File: config.mk
export PLATFORM = sky130hd
export DESIGN_NAME = flash_read_responder
export DESIGN_NICKNAME = d
export VERILOG_FILES = /design/src/rtl/flrd_pkg.sv /design/src/rtl/flrd_query_rom.sv /design/src/rtl/flrd_status.sv /design/src/rtl/flrd_lazy.sv /design/src/rtl/flash_read_responder.sv
export SDC_FILE = /design/constraint.sdc
export NUM_CORES = 1
export LEC_CHECK = 0
export BUFFER_PORTS_ARGS = -buffer_cell sky130_fd_sc_hd__buf_2
export CORE_ASPECT_RATIO = 0.6
export CORE_MARGIN = 4
export CORE_UTILIZATION = 35
export DETAILED_ROUTE_END_ITERATION = 8
export SKIP_CTS_REPAIR_TIMING = 1
export SLEW_MARGIN = 20
export SYNTH_ARGS = -nofsm -noshare
export SYNTH_HDL_FRONTEND = slang
export SYNTH_SLANG_ARGS = --single-unit
File: constraint.sdc
create_clock -name clk -period 2.12 [get_ports clk]
set_input_delay 0.424 -clock clk [delete_from_list [all_inputs] [get_ports clk]]
set_output_delay 0.424 -clock clk [all_outputs]
set_load 0.01 [all_outputs]
File: src/rtl/flrd_pkg.sv
package flrd_pkg;

    typedef enum logic [2:0] {
        RK_ARRAY,
        RK_IDENT,
        RK_STATUS,
        RK_QUERY,
        RK_BAD
    } rd_kind_e;

    localparam logic [7:0] MODE_READ         = 8'h00;
    localparam logic [7:0] MODE_ERASE_SETUP  = 8'h80;
    localparam logic [7:0] MODE_AUTOSELECT   = 8'h90;
    localparam logic [7:0] MODE_PROGRAM      = 8'hA0;
    localparam logic [7:0] MODE_CHIP_ERASE   = 8'h10;
    localparam logic [7:0] MODE_SECTOR_ERASE = 8'h30;
    localparam logic [7:0] MODE_QUERY        = 8'h98;

    function automatic rd_kind_e classify_mode(input logic [7:0] code);
        rd_kind_e k;
        case (code)
            MODE_READ, MODE_ERASE_SETUP:                    k = RK_ARRAY;
            MODE_AUTOSELECT:                                k = RK_IDENT;
            MODE_PROGRAM, MODE_CHIP_ERASE, MODE_SECTOR_ERASE: k = RK_STATUS;
            MODE_QUERY:                                     k = RK_QUERY;
            default:                                        k = RK_BAD;
        endcase
        return k;
    endfunction

    function automatic logic width_ok(input logic [2:0] w);
        return (w == 3'd1) || (w == 3'd2) || (w == 3'd4);
    endfunction

    // lane k of lanes is the byte at address+k
    function automatic logic [31:0] pack_array(input logic [31:0] lanes,
                                               input logic [2:0]  w,
                                               input logic        big);
        logic [31:0] r;
        r = 32'h0;
        case (w)
            3'd1: r = {24'h0, lanes[7:0]};
            3'd2: r = big ? {16'h0, lanes[7:0], lanes[15:8]}
                          : {16'h0, lanes[15:0]};
            3'd4: r = big ? {lanes[7:0], lanes[15:8], lanes[23:16], lanes[31:24]}
                          : lanes;
            default: r = 32'hFFFF_FFFF;
        endcase
        return r;
    endfunction

    function automatic logic [31:0] fit_narrow(input logic [15:0] v,
                                               input logic [2:0]  w);
        return (w == 3'd1) ? {24'h0, v[7:0]} : {16'h0, v};
    endfunction

endpackage

File: src/rtl/flrd_query_rom.sv
module flrd_query_rom #(
    parameter int SECTOR_BYTES = 65536,
    parameter int SECTOR_COUNT = 16,
    parameter int QUERY_LEN    = 82
) (
    input  logic [7:0] idx,
    output logic [7:0] data
);
    localparam int          CHIP_LOG2 = $clog2(SECTOR_BYTES * SECTOR_COUNT);
    localparam logic [31:0] REGION_M1 = 32'(SECTOR_COUNT - 1);
    localparam logic [31:0] SECT_SZ   = 32'(SECTOR_BYTES);

    logic [7:0] raw;

    always_comb begin
        case (idx)
            8'h10: raw = 8'h51;   // 'Q'
            8'h11: raw = 8'h52;   // 'R'
            8'h12: raw = 8'h59;   // 'Y'
            8'h13: raw = 8'h02;
            8'h15: raw = 8'h31;
            8'h1B: raw = 8'h27;
            8'h1C: raw = 8'h36;
            8'h1F: raw = 8'h07;
            8'h21: raw = 8'h09;
            8'h22: raw = 8'h0C;
            8'h23: raw = 8'h01;
            8'h25: raw = 8'h0A;
            8'h26: raw = 8'h0D;
            8'h27: raw = 8'(CHIP_LOG2);
            8'h28: raw = 8'h02;
            8'h2C: raw = 8'h01;
            8'h2D: raw = REGION_M1[7:0];
            8'h2E: raw = REGION_M1[15:8];
            8'h2F: raw = SECT_SZ[15:8];
            8'h30: raw = SECT_SZ[23:16];
            8'h31: raw = 8'h50;   // 'P'
            8'h32: raw = 8'h52;   // 'R'
            8'h33: raw = 8'h49;   // 'I'
            8'h34: raw = 8'h31;   // '1'
            8'h35: raw = 8'h30;   // '0'
            default: raw = 8'h00;
        endcase
        data = (32'(idx) >= QUERY_LEN) ? 8'h00 : raw;
    end

    always_comb begin
        AST_QUERY_PAST_END: assert ((32'(idx) < QUERY_LEN) || (data == 8'h00));
    end

endmodule

File: src/rtl/flrd_status.sv
module flrd_status (
    input  logic       clk,
    input  logic       rst_n,
    input  logic       load,
    input  logic [7:0] value,
    input  logic       toggle,
    output logic [7:0] status_q
);
    always_ff @(posedge clk) begin
        if (!rst_n) begin
            status_q <= 8'h00;
        end else if (load) begin
            status_q <= value;
        end else if (toggle) begin
            status_q[6] <= ~status_q[6];
        end
    end

    AST_STATUS_FLIPS: assert property (@(posedge clk) disable iff (!rst_n)
        (toggle && !load) |=> (status_q[6] != $past(status_q[6])));

    AST_STATUS_LOAD: assert property (@(posedge clk) disable iff (!rst_n)
        load |=> (status_q == $past(value)));

endmodule

File: src/rtl/flrd_lazy.sv
module flrd_lazy #(
    parameter int LIMIT = 42
) (
    input  logic clk,
    input  logic rst_n,
    input  logic first_wr,
    input  logic rd_en,
    input  logic seq_busy,
    output logic direct_mode
);
    localparam int CNT_W = $clog2(LIMIT + 1) + 1;

    typedef enum logic {
        LZ_DIRECT,
        LZ_COUNTING
    } lz_state_e;

    lz_state_e        state_q, state_d;
    logic [CNT_W-1:0] count_q, count_d;
    logic             idle_read;

    assign idle_read = rd_en && !seq_busy && !first_wr;

    always_comb begin
        state_d = state_q;
        count_d = count_q;
        unique case (state_q)
            LZ_DIRECT: begin
                if (first_wr) begin
                    state_d = LZ_COUNTING;
                    count_d = '0;
                end
            end
            LZ_COUNTING: begin
                if (first_wr) begin
                    count_d = '0;
                end else if (idle_read) begin
                    if (count_q == CNT_W'(LIMIT)) begin
                        state_d = LZ_DIRECT;
                        count_d = '0;
                    end else begin
                        count_d = count_q + 1'b1;
                    end
                end
            end
        endcase
    end

    always_ff @(posedge clk) begin
        if (!rst_n) begin
            state_q <= LZ_DIRECT;
            count_q <= '0;
        end else begin
            state_q <= state_d;
            count_q <= count_d;
        end
    end

    always_comb begin
        direct_mode = (state_q == LZ_DIRECT);
    end

    AST_LAZY_COUNT_BOUND: assert property (@(posedge clk) disable iff (!rst_n)
        count_q <= CNT_W'(LIMIT));

    AST_WRITE_LEAVES_DIRECT: assert property (@(posedge clk) disable iff (!rst_n)
        first_wr |=> !direct_mode);

    AST_BUSY_READ_HOLDS: assert property (@(posedge clk) disable iff (!rst_n)
        (!direct_mode && seq_busy && !first_wr) |=> !direct_mode);

endmodule

File: src/rtl/flash_read_responder.sv
module flash_read_responder #(
    parameter int          DEV_BYTES    = 2,
    parameter int          SECTOR_BYTES = 65536,
    parameter int          SECTOR_COUNT = 16,
    parameter int          QUERY_LEN    = 82,
    parameter int          LAZY_LIMIT   = 42,
    parameter logic [15:0] ID_W0        = 16'h0001,
    parameter logic [15:0] ID_W1        = 16'h227E,
    parameter logic [15:0] ID_W2        = 16'h2220,
    parameter logic [15:0] ID_W3        = 16'hFFFF
) (
    input  logic        clk,
    input  logic        rst_n,
    input  logic        rd_en,
    input  logic [7:0]  rd_offset,
    input  logic [2:0]  rd_width,
    input  logic        rd_big_endian,
    input  logic [7:0]  cmd_mode,
    input  logic        seq_busy,
    input  logic        cmd_first_wr,
    input  logic        status_load,
    input  logic [7:0]  status_value,
    input  logic [31:0] arr_bytes,
    output logic [31:0] rd_data,
    output logic        rd_valid,
    output logic        seq_reset,
    output logic        direct_mode
);
    import flrd_pkg::*;

    localparam int OFF_SHIFT = $clog2(DEV_BYTES);

    rd_kind_e    kind;
    logic [7:0]  word_off;
    logic [7:0]  query_byte;
    logic [7:0]  status_q;
    logic [31:0] array_word;
    logic [31:0] result_d;
    logic        status_rd;

    always_comb begin
        kind       = classify_mode(cmd_mode);
        word_off   = rd_offset >> OFF_SHIFT;
        array_word = pack_array(arr_bytes, rd_width, rd_big_endian);
        status_rd  = rd_en && (kind == RK_STATUS);
    end

    flrd_query_rom #(
        .SECTOR_BYTES (SECTOR_BYTES),
        .SECTOR_COUNT (SECTOR_COUNT),
        .QUERY_LEN    (QUERY_LEN)
    ) u_rom (
        .idx  (word_off),
        .data (query_byte)
    );

    flrd_status u_status (
        .clk      (clk),
        .rst_n    (rst_n),
        .load     (status_load),
        .value    (status_value),
        .toggle   (status_rd),
        .status_q (status_q)
    );

    flrd_lazy #(
        .LIMIT (LAZY_LIMIT)
    ) u_lazy (
        .clk         (clk),
        .rst_n       (rst_n),
        .first_wr    (cmd_first_wr),
        .rd_en       (rd_en),
        .seq_busy    (seq_busy),
        .direct_mode (direct_mode)
    );

    always_comb begin
        result_d = array_word;
        unique case (kind)
            RK_ARRAY, RK_BAD: result_d = array_word;
            RK_IDENT: begin
                case (word_off)
                    8'h00: result_d = fit_narrow(ID_W0, rd_width);
                    8'h01: result_d = fit_narrow(ID_W1, rd_width);
                    8'h02: result_d = 32'h0;
                    8'h0E: result_d = (&ID_W2) ? array_word : fit_narrow(ID_W2, rd_width);
                    8'h0F: result_d = (&ID_W3) ? array_word : fit_narrow(ID_W3, rd_width);
                    default: result_d = array_word;
                endcase
            end
            RK_STATUS: result_d = fit_narrow({8'h00, status_q}, rd_width);
            RK_QUERY:  result_d = fit_narrow({8'h00, query_byte}, rd_width);
            default:   result_d = array_word;
        endcase
        if (!width_ok(rd_width)) begin
            result_d = 32'hFFFF_FFFF;
        end
    end

    always_ff @(posedge clk) begin
        if (!rst_n) begin
            rd_valid  <= 1'b0;
            seq_reset <= 1'b0;
            rd_data   <= 32'h0;
        end else begin
            rd_valid  <= rd_en;
            seq_reset <= rd_en && (kind == RK_BAD);
            if (rd_en) begin
                rd_data <= result_d;
            end
        end
    end

    AST_VALID_AFTER_READ: assert property (@(posedge clk) disable iff (!rst_n)
        rd_en |=> rd_valid);

    AST_NO_SPURIOUS_VALID: assert property (@(posedge clk) disable iff (!rst_n)
        !rd_en |=> !rd_valid);

    AST_RESET_WITH_VALID: assert property (@(posedge clk) disable iff (!rst_n)
        seq_reset |-> rd_valid);

    AST_BAD_WIDTH_ONES: assert property (@(posedge clk) disable iff (!rst_n)
        (rd_en && !width_ok(rd_width)) |=> (rd_data == 32'hFFFF_FFFF));

    AST_BYTE_NARROW: assert property (@(posedge clk) disable iff (!rst_n)
        (rd_en && rd_width == 3'd1) |=> (rd_data[31:8] == 24'h0));

endmodule

# ---- Yosys cells after proc, flatten, opt, wreduce, memory -nomap -nowiden
# Memory sizes are Yosys's and may differ from the RTL's.
# Index checks and enable logic that the tools add are counted.
dict set report word_totals {
  register_bits 50
  mem_bits_ro 448
  out_inout_bits 35
  mem_count 1
}
dict set report op_classes {
  n_addsub 1
  magnitude_cmp 1
  eq_ne 19
  n_mux 23
  n_bitwise 2
  n_reduce_logical 15
}
# name depth word_bits rd rd_clocked_by_memory_dff write_ports line_no
set mem_list {}
lappend mem_list {{(name not given)} 64 7 1 0 0 flrd_query_rom.sv:16} ;# case (idx)
# operator n
set ops {}
lappend ops {{32-bit case mux with 3 select lines} 2}
lappend ops {{32-bit case mux with 4 select lines} 1}
lappend ops {{32-bit two-way mux} 2}
lappend ops {{8-bit == test, second input constant} 4}
lappend ops {{14-bit two-way mux} 2}
lappend ops {{7-bit two-way mux} 4}
lappend ops {{8-bit logical NOT} 2}
lappend ops {{16-bit two-way mux} 1}
lappend ops {{8-bit two-way mux} 2}
lappend ops {{7-bit case mux with 2 select lines} 1}
lappend ops {{3-bit case mux with 4 select lines} 1}
lappend ops {{3-bit by 2-bit == test with 1-bit output, second input constant} 3}
lappend ops {{8-bit by 5-bit == test with 1-bit output, second input constant} 1}
lappend ops {{8-bit by 6-bit == test with 1-bit output, second input constant} 1}
lappend ops {{7-bit by 1-bit adder with 7-bit output, second input constant} 1}
lappend ops {{7-bit by 1-bit == test with 1-bit output, second input constant} 1}
lappend ops {{7-bit by 2-bit == test with 1-bit output, second input constant} 1}
lappend ops {{7-bit by 4-bit == test with 1-bit output, second input constant} 1}
lappend ops {{7-bit by 6-bit == test with 1-bit output, second input constant} 1}
lappend ops {{7-bit greater-or-equal comparator, second input constant} 1}
lappend ops {{3-bit by 1-bit == test with 1-bit output, second input constant} 2}
lappend ops {{3-bit == test, second input constant} 2}
lappend ops {{1-bit two-way mux} 6}
lappend ops {{1-bit logical AND} 4}
lappend ops {{11 further kinds} 14}

# ---- Longest topological paths before layout
# Gate-level depths: netlist (run 1).
dict set report depth {
  word_depth 7
  depth_mapped 10
  mapped_depth_nobuf 8
}

# ---- Modules after synthesis
# Synthesis (run 1) repeated with hierarchy kept, for this count alone.
dict set report hier_totals {
  hier_cells 460
  hier_area_um2 3636.0
}
# module instances cells_each area_per_inst_um2 seq_area_each_um2
set modules_own_cells {}
lappend modules_own_cells {flash_read_responder 1 313 2402.3 680.7}
lappend modules_own_cells {flrd_query_rom 1 69 490.5 0.0}
lappend modules_own_cells {flrd_lazy 1 52 432.9 160.2}
lappend modules_own_cells {flrd_status 1 26 310.3 160.2}

# ---- Worst setup path before layout (run 1)
# No wires, ideal clock.
dict set report synth_timing {
  path_type {input port to flip-flop}
  start {input port cmd_mode[1]}
  end {register rd_data[5]}
  t_arrival_ns 1.940
  t_required_ns 2.032
  path_slack_ns 0.092
  path_stages 7
  path_cell_list {or4_1 -> buf_2 -> nor4b_4 -> nand2_1 -> o21ai_1 -> nor2_1 -> o32ai_2}
}
dict set report synth_via {
  elab_chain_len 6
  elab_cells_between_ends 15
}
# item line_no
set synth_rtl {}
lappend synth_rtl {{start, declared} flash_read_responder.sv:18} ;# input logic [7:0] cmd_mode,
lappend synth_rtl {{8-bit == test, or another cell as far along} flrd_pkg.sv:21} ;# case (code)
lappend synth_rtl {{3-bit OR reduction / 2-bit OR reduction (equally long branches)} flrd_pkg.sv:21}
lappend synth_rtl {{3-bit case mux with 4 select lines (*)} flrd_pkg.sv:21}
lappend synth_rtl {{3-bit by 2-bit == test with 1-bit output / 3-bit by 1-bit == test with 1-bit output (equally long branches)} flash_read_responder.sv:79} ;# unique case (kind)
lappend synth_rtl {{32-bit case mux with 3 select lines (*)} flash_read_responder.sv:79}
lappend synth_rtl {{32-bit two-way mux (*)} flash_read_responder.sv:95} ;# if (!width_ok(rd_width)) begin
lappend synth_rtl {{end signal, assigned} flash_read_responder.sv:109} ;# rd_data <= result_d;
lappend synth_rtl {{end, declared} flash_read_responder.sv:24} ;# output logic [31:0] rd_data,
# Every way passes the cells marked *; elsewhere a longest branch is shown, timed or not.
# A chain may end at the register's enable or synchronous reset.

# ---- Final worst setup path (run 1)
dict set report layout_timing {
  start {register u_lazy.count_q[0]}
  end {register u_lazy.count_q[4]}
}
dict set report layout_via {
  elab_chain_len 5
  elab_cells_between_ends 6
}
# item line_no
set layout_rtl {}
lappend layout_rtl {{start, declared} flrd_lazy.sv:19} ;# logic [CNT_W-1:0] count_q, count_d;
lappend layout_rtl {{start signal, assigned} flrd_lazy.sv:55} ;# count_q <= count_d;
lappend layout_rtl {{7-bit by 1-bit adder with 7-bit output / 7-bit by 6-bit == test with 1-bit output (equally long branches)} {flrd_lazy.sv:42, flrd_lazy.sv:38}}
lappend layout_rtl {{7-bit two-way mux (*)} flrd_lazy.sv:38} ;# if (count_q == CNT_W'(LIMIT)) begin
lappend layout_rtl {{7-bit two-way mux (*)} flrd_lazy.sv:37} ;# end else if (idle_read) begin
lappend layout_rtl {{7-bit two-way mux (*)} flrd_lazy.sv:35} ;# if (first_wr) begin
lappend layout_rtl {{7-bit case mux with 2 select lines (*)} flrd_lazy.sv:27} ;# unique case (state_q)
# Every way passes the cells marked *; elsewhere a longest branch is shown, timed or not. The select of a mux whose other input is x is not followed.

==> results of run 1 <==
## layout make-up
type / instances / area share
flip-flops and latches: 50 / 0.2215
inverters: 10 / 0.008306
clock buffers: 5 / 0.02769
well taps: 135 / 0.03738
repair buffers: 133 / 0.1717
multi-input cells: 374 / 0.5230
clock inverters: 3 / 0.01052
## flip-flops by register name, indices dropped and copies added, names as in the netlist
signal,count
rd_data,32
u_lazy.count_q,7
rd_valid,1
seq_reset,1
u_lazy.state_q,1
u_status.status_q,8
## per-layer routing
metal	wire, um	vias to the layer above	global-route usage
met5	0	-	0
met1	6196	1798	0.3013
met4	97	0	0.02870
met3	883	11	0.05678
li1	-	1922	-
met2	4543	134	0.2637
## cell families (layout without fill, tap and decap cells)
| logic type | after synthesis | count (layout) | synth area share |
|---|---|---|---|
| AOI/OAI and AO/OA | 180 | 180 | 0.3070 |
| xor gates and xnor gates | 3 | 3 | 0.007370 |
| adders and majority gates | 8 | 8 | 0.02807 |
| buffers and inverters | 46 | 151 | 0.06070 |
| DFF | 50 | 50 | 0.2807 |
| muxes | 30 | 30 | 0.09017 |
| and+or+nand+nor | 153 | 153 | 0.2260 |
## cell usage in the layout (no fill, tap or decap), types with 7 or more instances in the layout
| cell | synthesis | final |
|---|---|---|
| nand2_1 | 33 | 33 |
| nor2b_1 | 16 | 16 |
| a22o_1 | 7 | 7 |
| nor2_1 | 41 | 41 |
| buf_4 | 2 | 32 |
| buf_2 | 5 | 99 |
| ha_1 | 8 | 8 |
| nor3_1 | 7 | 7 |
| dfxtp_1 | 50 | 50 |
| mux2i_1 | 13 | 13 |
| o21ai_0 | 68 | 68 |
| inv_1 | 9 | 9 |
| mux2_2 | 17 | 17 |
| nand3_1 | 11 | 11 |
| a21oi_1 | 53 | 53 |
## worst paths after layout
path,from,end,cells past startpoint
max,u_lazy.count_q[0],u_lazy.count_q[4],7
min,status_value[4],u_status.status_q[4],3
max reg2reg,u_lazy.count_q[0],u_lazy.count_q[4],7
min reg2reg,rd_data[11],rd_data[11],2
## stage by stage
stage,utilization,total power [mW],worst slack [ps],hold WS [ps],setup TNS (ps)
6_report,0.4574,2.642,167.1,391.2,0
3_5_place_dp,0.4390,1.693,-236.2,480.3,-1080
4_1_cts,0.4564,2.657,67.83,385.3,0
5_1_grt,0.4574,2.785,57.35,417.8,0
2_1_floorplan,-,1.424,92.29,464.8,0
3_3_place_gp,0.4390,1.682,-130.2,478.0,-609.4
## worst max-delay path, stage by stage, from the launching register on
cell	delay (ps)
dfxtp_1	380
inv_1	60
ha_1	190
nand4b_1	90
nor3_1	70
or3_4	390
or3b_2	450
a21boi_0	220
## report_power, final
part,internal (mW),switching (mW),total (mW),leakage [nW]
logic,0.276,0.360,0.636,1.44
registers,1.01,0.0372,1.04,0.415
clock network,0.564,0.399,0.963,0.0844
==> results.py, run 1 <==
metrics = {
    "synth": {
        "synth_enable_flop_cells": 0,
        "async_reset_ff_frac": 0,
        "yosysWarnings": 0,
        "seq_area_frac_synth": 0.2807,
        "synth_ff_type": "dfxtp_1",
        "synthesis.area_mm2": 0.003566,
        "ys_top_cells_by_area": "dfxtp_1, o21ai_0, a21oi_1",
        "yosysTopAreaCellShare": 0.2807,
        "syn_inst": 470,
        "synth_area_per_cell_um2": 7.587,
        "synth_nets": 544,
        "ys_types": 57,
        "post-synth-top-count-cell": "o21ai_0",
        "synth_top_cell_by_area": "dfxtp_1",
        "synth_seq_cells": 50,
        "ys_top_cells_by_count": "o21ai_0, a21oi_1, dfxtp_1",
    },
    "floorplan": {
        "die_area_mm2": 0.01192,
        "start_util": 0.3609,
        "io_pins": 101,
        "dieHeight_um": 86.19,
        "row_count": 28,
        "die_w_um": 138.3,
        "core_area_mm2": 0.009879,
    },
    "placement": {
        "gp_congestion": 0.8871,
        "portBuffers": 99,
        "place_area_mm2": 0.004337,
        "post-place-cells": 702,
        "place_hpwl_um": 9264,
    },
    "sta": {
        "fin_worst_skew_ps": 3.527,
        "hold_viol": 0,
        "relSlewSlack": 0.6689,
        "slew_violations": 0,
        "period_share": 0.9212,
        "layout_min_cycle_time_ps": 1953,
        "rsz0062_at_grt": "false",
        "setup_viol": 0,
        "fmax_mhz": 512.1,
        "worstMarginPinSlew_ps": 496.6,
    },
    "drt": {
        "vias": 3865,
        "wirelength_um": 11720,
        "routed_via_density": 5.444,
        "antenna_left": 0,
        "drtIter0Drc": 386,
        "drc": 0,
        "drt-pass1-iter-count": 4,
        "wire_per_inst_um": 16.51,
    },
    "flow_run": {
        "max_cap_viol_count": 0,
    },
    "finish": {
        "stdcell_area_mm2": 0.004519,
        "diodes": 0,
        "multi_input_comb_area_mm2": 0.002364,
        "final_net_count": 648,
        "drive_gt1_frac": 0.2991,
        "fillers": 1024,
        "seq_area_mm2": 0.001001,
        "areaGrowthSynthToFinish_pct": 26.74,
        "instances_no_fill": 710,
    },
    "clock_tree": {
        "clock_path_buffers": 2,
        "path_clk_slew_ps": 70,
        "worstSkewPairLatency_ps": 300,
        "root_buffer": "clkbuf_16",
        "cts.sinks": 50,
        "cts_made_buffers": 5,
        "htreeDepth": 2,
        "cts_tree": "yes",
    },
    "outcome": {
        "outcome": "finished clean",
    },
    "setup_path": {
        "cp.required_ps": 2330,
        "cp-start-kind": "flip-flop",
        "cp_max_fo": 12,
        "crit_arrival_ps": 2160,
        "critPathKind": "reg2reg",
        "rrSetupSlack_ps": 170,
        "end_kind": "flip-flop",
    },
    "pwr": {
        "p_leak_nw": 1.934,
        "powerDensity_mw_per_mm2": 584.6,
        "ir_worst_vdd_uv": 456.3,
    },
    "grt": {
        "grt_pass1_wl_um": 18690,
        "grt_pass1_vias": 3592,
        "grt_start_max_net_pins": 32,
        "track_usage": 0.1935,
        "antenna_found_initial": 0,
        "grt_overflow": 0,
    },
    "hold_path": {
        "hp-class": "in2reg",
    },
}
No activity file was read; power rests on OpenSTA's default activity.
==> run 2: changes to the inputs <==
Settings changed: PLACE_DENSITY set to 0.72.
==> run 2 against run 1 <==
Compared with the run above: sequential cell count did not move; clock skew grew 0.73 ps; setup slack worse by 89 ps; sequential power about the same; cell area grew 0.36%; die area unchanged; clock power down 12%; sequential share of layout area shrank 0.079 points; fmax decreased by 4.4%; register-to-register slack better by 50 ps; critical endpoint is now u_status.status_q[6].
==> results.py, run 2 (same netlist as run 1, synthesis figures left out) <==
metrics = {
    "finish": {
        "final_net_count": 656,
        "drive_gt1_frac": 0.3087,
        "areaGrowthSynthToFinish_pct": 27.19,
        "fillers": 996,
        "instances_no_fill": 718,
        "layout_commonest_cell": "buf_2",
        "regMostFlops": "rd_data",
        "final_core_util": 0.4591,
        "diodes": 0,
        "layout_common_cells": "buf_2, o21ai_0, a21oi_1, dfxtp_1, buf_4",
        "stdcell_area_mm2": 0.004536,
        "largest_register_ffs": 32,
        "top_regs": "rd_data x32, u_status.status_q x8, u_lazy.count_q x7",
    },
    "grt": {
        "antenna_found_initial": 0,
        "grt_pass1_vias": 3845,
        "track_usage": 0.1918,
        "grt_start_max_net_pins": 48,
        "grt_overflow": 0,
        "grt_pass1_wl_um": 18970,
    },
    "setup_path": {
        "end_kind": "flip-flop",
        "r2r-start": "u_lazy.count_q[0]",
        "slowest_stage": "or4_1",
        "cp_cell_sequence": "buf_2 > or4_1 > buf_4 > a211oi_2 > nand2_1 > xor2_1 > o21ai_0 > and2_1",
        "cp.required_ps": 2320,
        "rrSetupSlack_ps": 220,
        "cpPeakStageDelay_ps": 660,
        "worst-path-buf-inv": 2,
        "rr_endpoint": "u_lazy.count_q[2]",
        "crit_arrival_ps": 2240,
        "cp-start-kind": "input port",
        "critPathKind": "in2reg",
        "path_delay_family": "simple AND/OR/NAND/NOR gates",
        "worstSetupStartpoint": "cmd_mode[1]",
        "cp_max_fo": 4,
        "r2r_cells": 7,
    },
    "floorplan": {
        "die_area_mm2": 0.01192,
        "row_count": 28,
        "die_w_um": 138.3,
        "io_pins": 101,
        "core_area_mm2": 0.009879,
        "start_util": 0.3609,
        "dieHeight_um": 86.19,
    },
    "drt": {
        "routed_via_density": 5.599,
        "wirelength_um": 11810,
        "vias": 4020,
        "wire_per_inst_um": 16.44,
        "drc": 0,
        "antenna_left": 0,
        "drt-pass1-iter-count": 7,
        "drtIter0Drc": 279,
    },
    "sta": {
        "slew_violations": 0,
        "hold_slack_ps": 383.9,
        "fin_setup_tns_ps": 0,
        "setup_ws_ps": 77.74,
        "layout_min_cycle_time_ps": 2042,
        "hold_viol": 0,
        "setup_viol": 0,
        "period_share": 0.9633,
        "relSlewSlack": 0.6465,
        "fmax_mhz": 489.7,
        "rsz0062_at_grt": "false",
        "fin_worst_skew_ps": 4.260,
        "worstMarginPinSlew_ps": 525.4,
    },
    "hold_path": {
        "hold_end": "rd_valid",
        "holdCritStartpoint": "rst_n",
        "hp-class": "in2reg",
        "worstHoldPathCells": 2,
    },
    "clock_tree": {
        "path_clk_slew_ps": 70,
        "clock_path_buffers": 2,
        "worstSkewPairLatency_ps": 300,
        "cts_made_buffers": 5,
        "root_buffer": "clkbuf_16",
        "cts_tree": "yes",
        "cts.sinks": 50,
        "htreeDepth": 2,
    },
    "pwr": {
        "ir_worst_vdd_uv": 329.8,
        "seq_power_share": 0.413,
        "powerDensity_mw_per_mm2": 557.3,
        "power_switching_mw": 0.7921,
        "switching_share": 0.3134,
        "power.total_mw": 2.528,
        "comb_power_share": 0.252,
        "p_leak_nw": 1.955,
        "p_clk_frac": 0.335,
        "power.internal_mw": 1.736,
    },
    "placement": {
        "gp_congestion": 0.9317,
        "place_ws_ps": -275.3,
        "place_area_mm2": 0.004372,
        "post-place-cells": 710,
        "place_hpwl_um": 9263,
        "portBuffers": 99,
    },
    "flow_run": {
        "max_cap_viol_count": 0,
    },
    "outcome": {
        "outcome": "finished clean",
    },
}
[run 2: how the worst max path moves through the flow]
stage                           end  slack (ps)  cells after the start
5_1_grt        u_status.status_q[6]          20                      8
3_5_place_dp             rd_data[4]        -280                     10
6_report       u_status.status_q[6]          80                      8
4_1_cts                  rd_data[4]         -20                     10
3_3_place_gp   u_status.status_q[6]        -140                      8
2_1_floorplan            rd_data[5]          90                      7
[run 2: layer usage]
metal  share of wire  global-route usage  routed length, um  up-vias
li1                -                   -                  -     1934
met1            0.47              0.2708               5548     1904
met2            0.43              0.2907               5049      169
met3           0.093             0.05402               1092       13
met4          0.0097             0.04664                115        0
met5               0                   0                  0        -
[run 2: layout make-up]
cell class	count	area [um2]	share of cell area
flip-flops and latches	50	1001	0.2207
multi-input cells	374	2364	0.5211
clock buffers	5	125.1	0.02759
clock inverters	3	28.78	0.006345
well taps	135	168.9	0.03724
repair buffers	141	810.8	0.1788
inverters	10	37.54	0.008276
[run 2: worst register-to-register path: stages, from the launching register on]
cell      delay [ps]
dfxtp_1          380
inv_1             70
ha_1             200
nand4b_1         100
nor3_1            70
or3_4            390
or3b_2           470
a21boi_0         160
[run 2: power groups by stage]
stage               clock network (mW)  logic [mW]  registers [mW]
finish                           0.846       0.637            1.04
detailed placement                   0       0.629            1.07
CTS                              0.871       0.632            1.04
global route                     0.900       0.706            1.05
floorplan                            0       0.341            1.08
global placement                     0       0.616            1.06
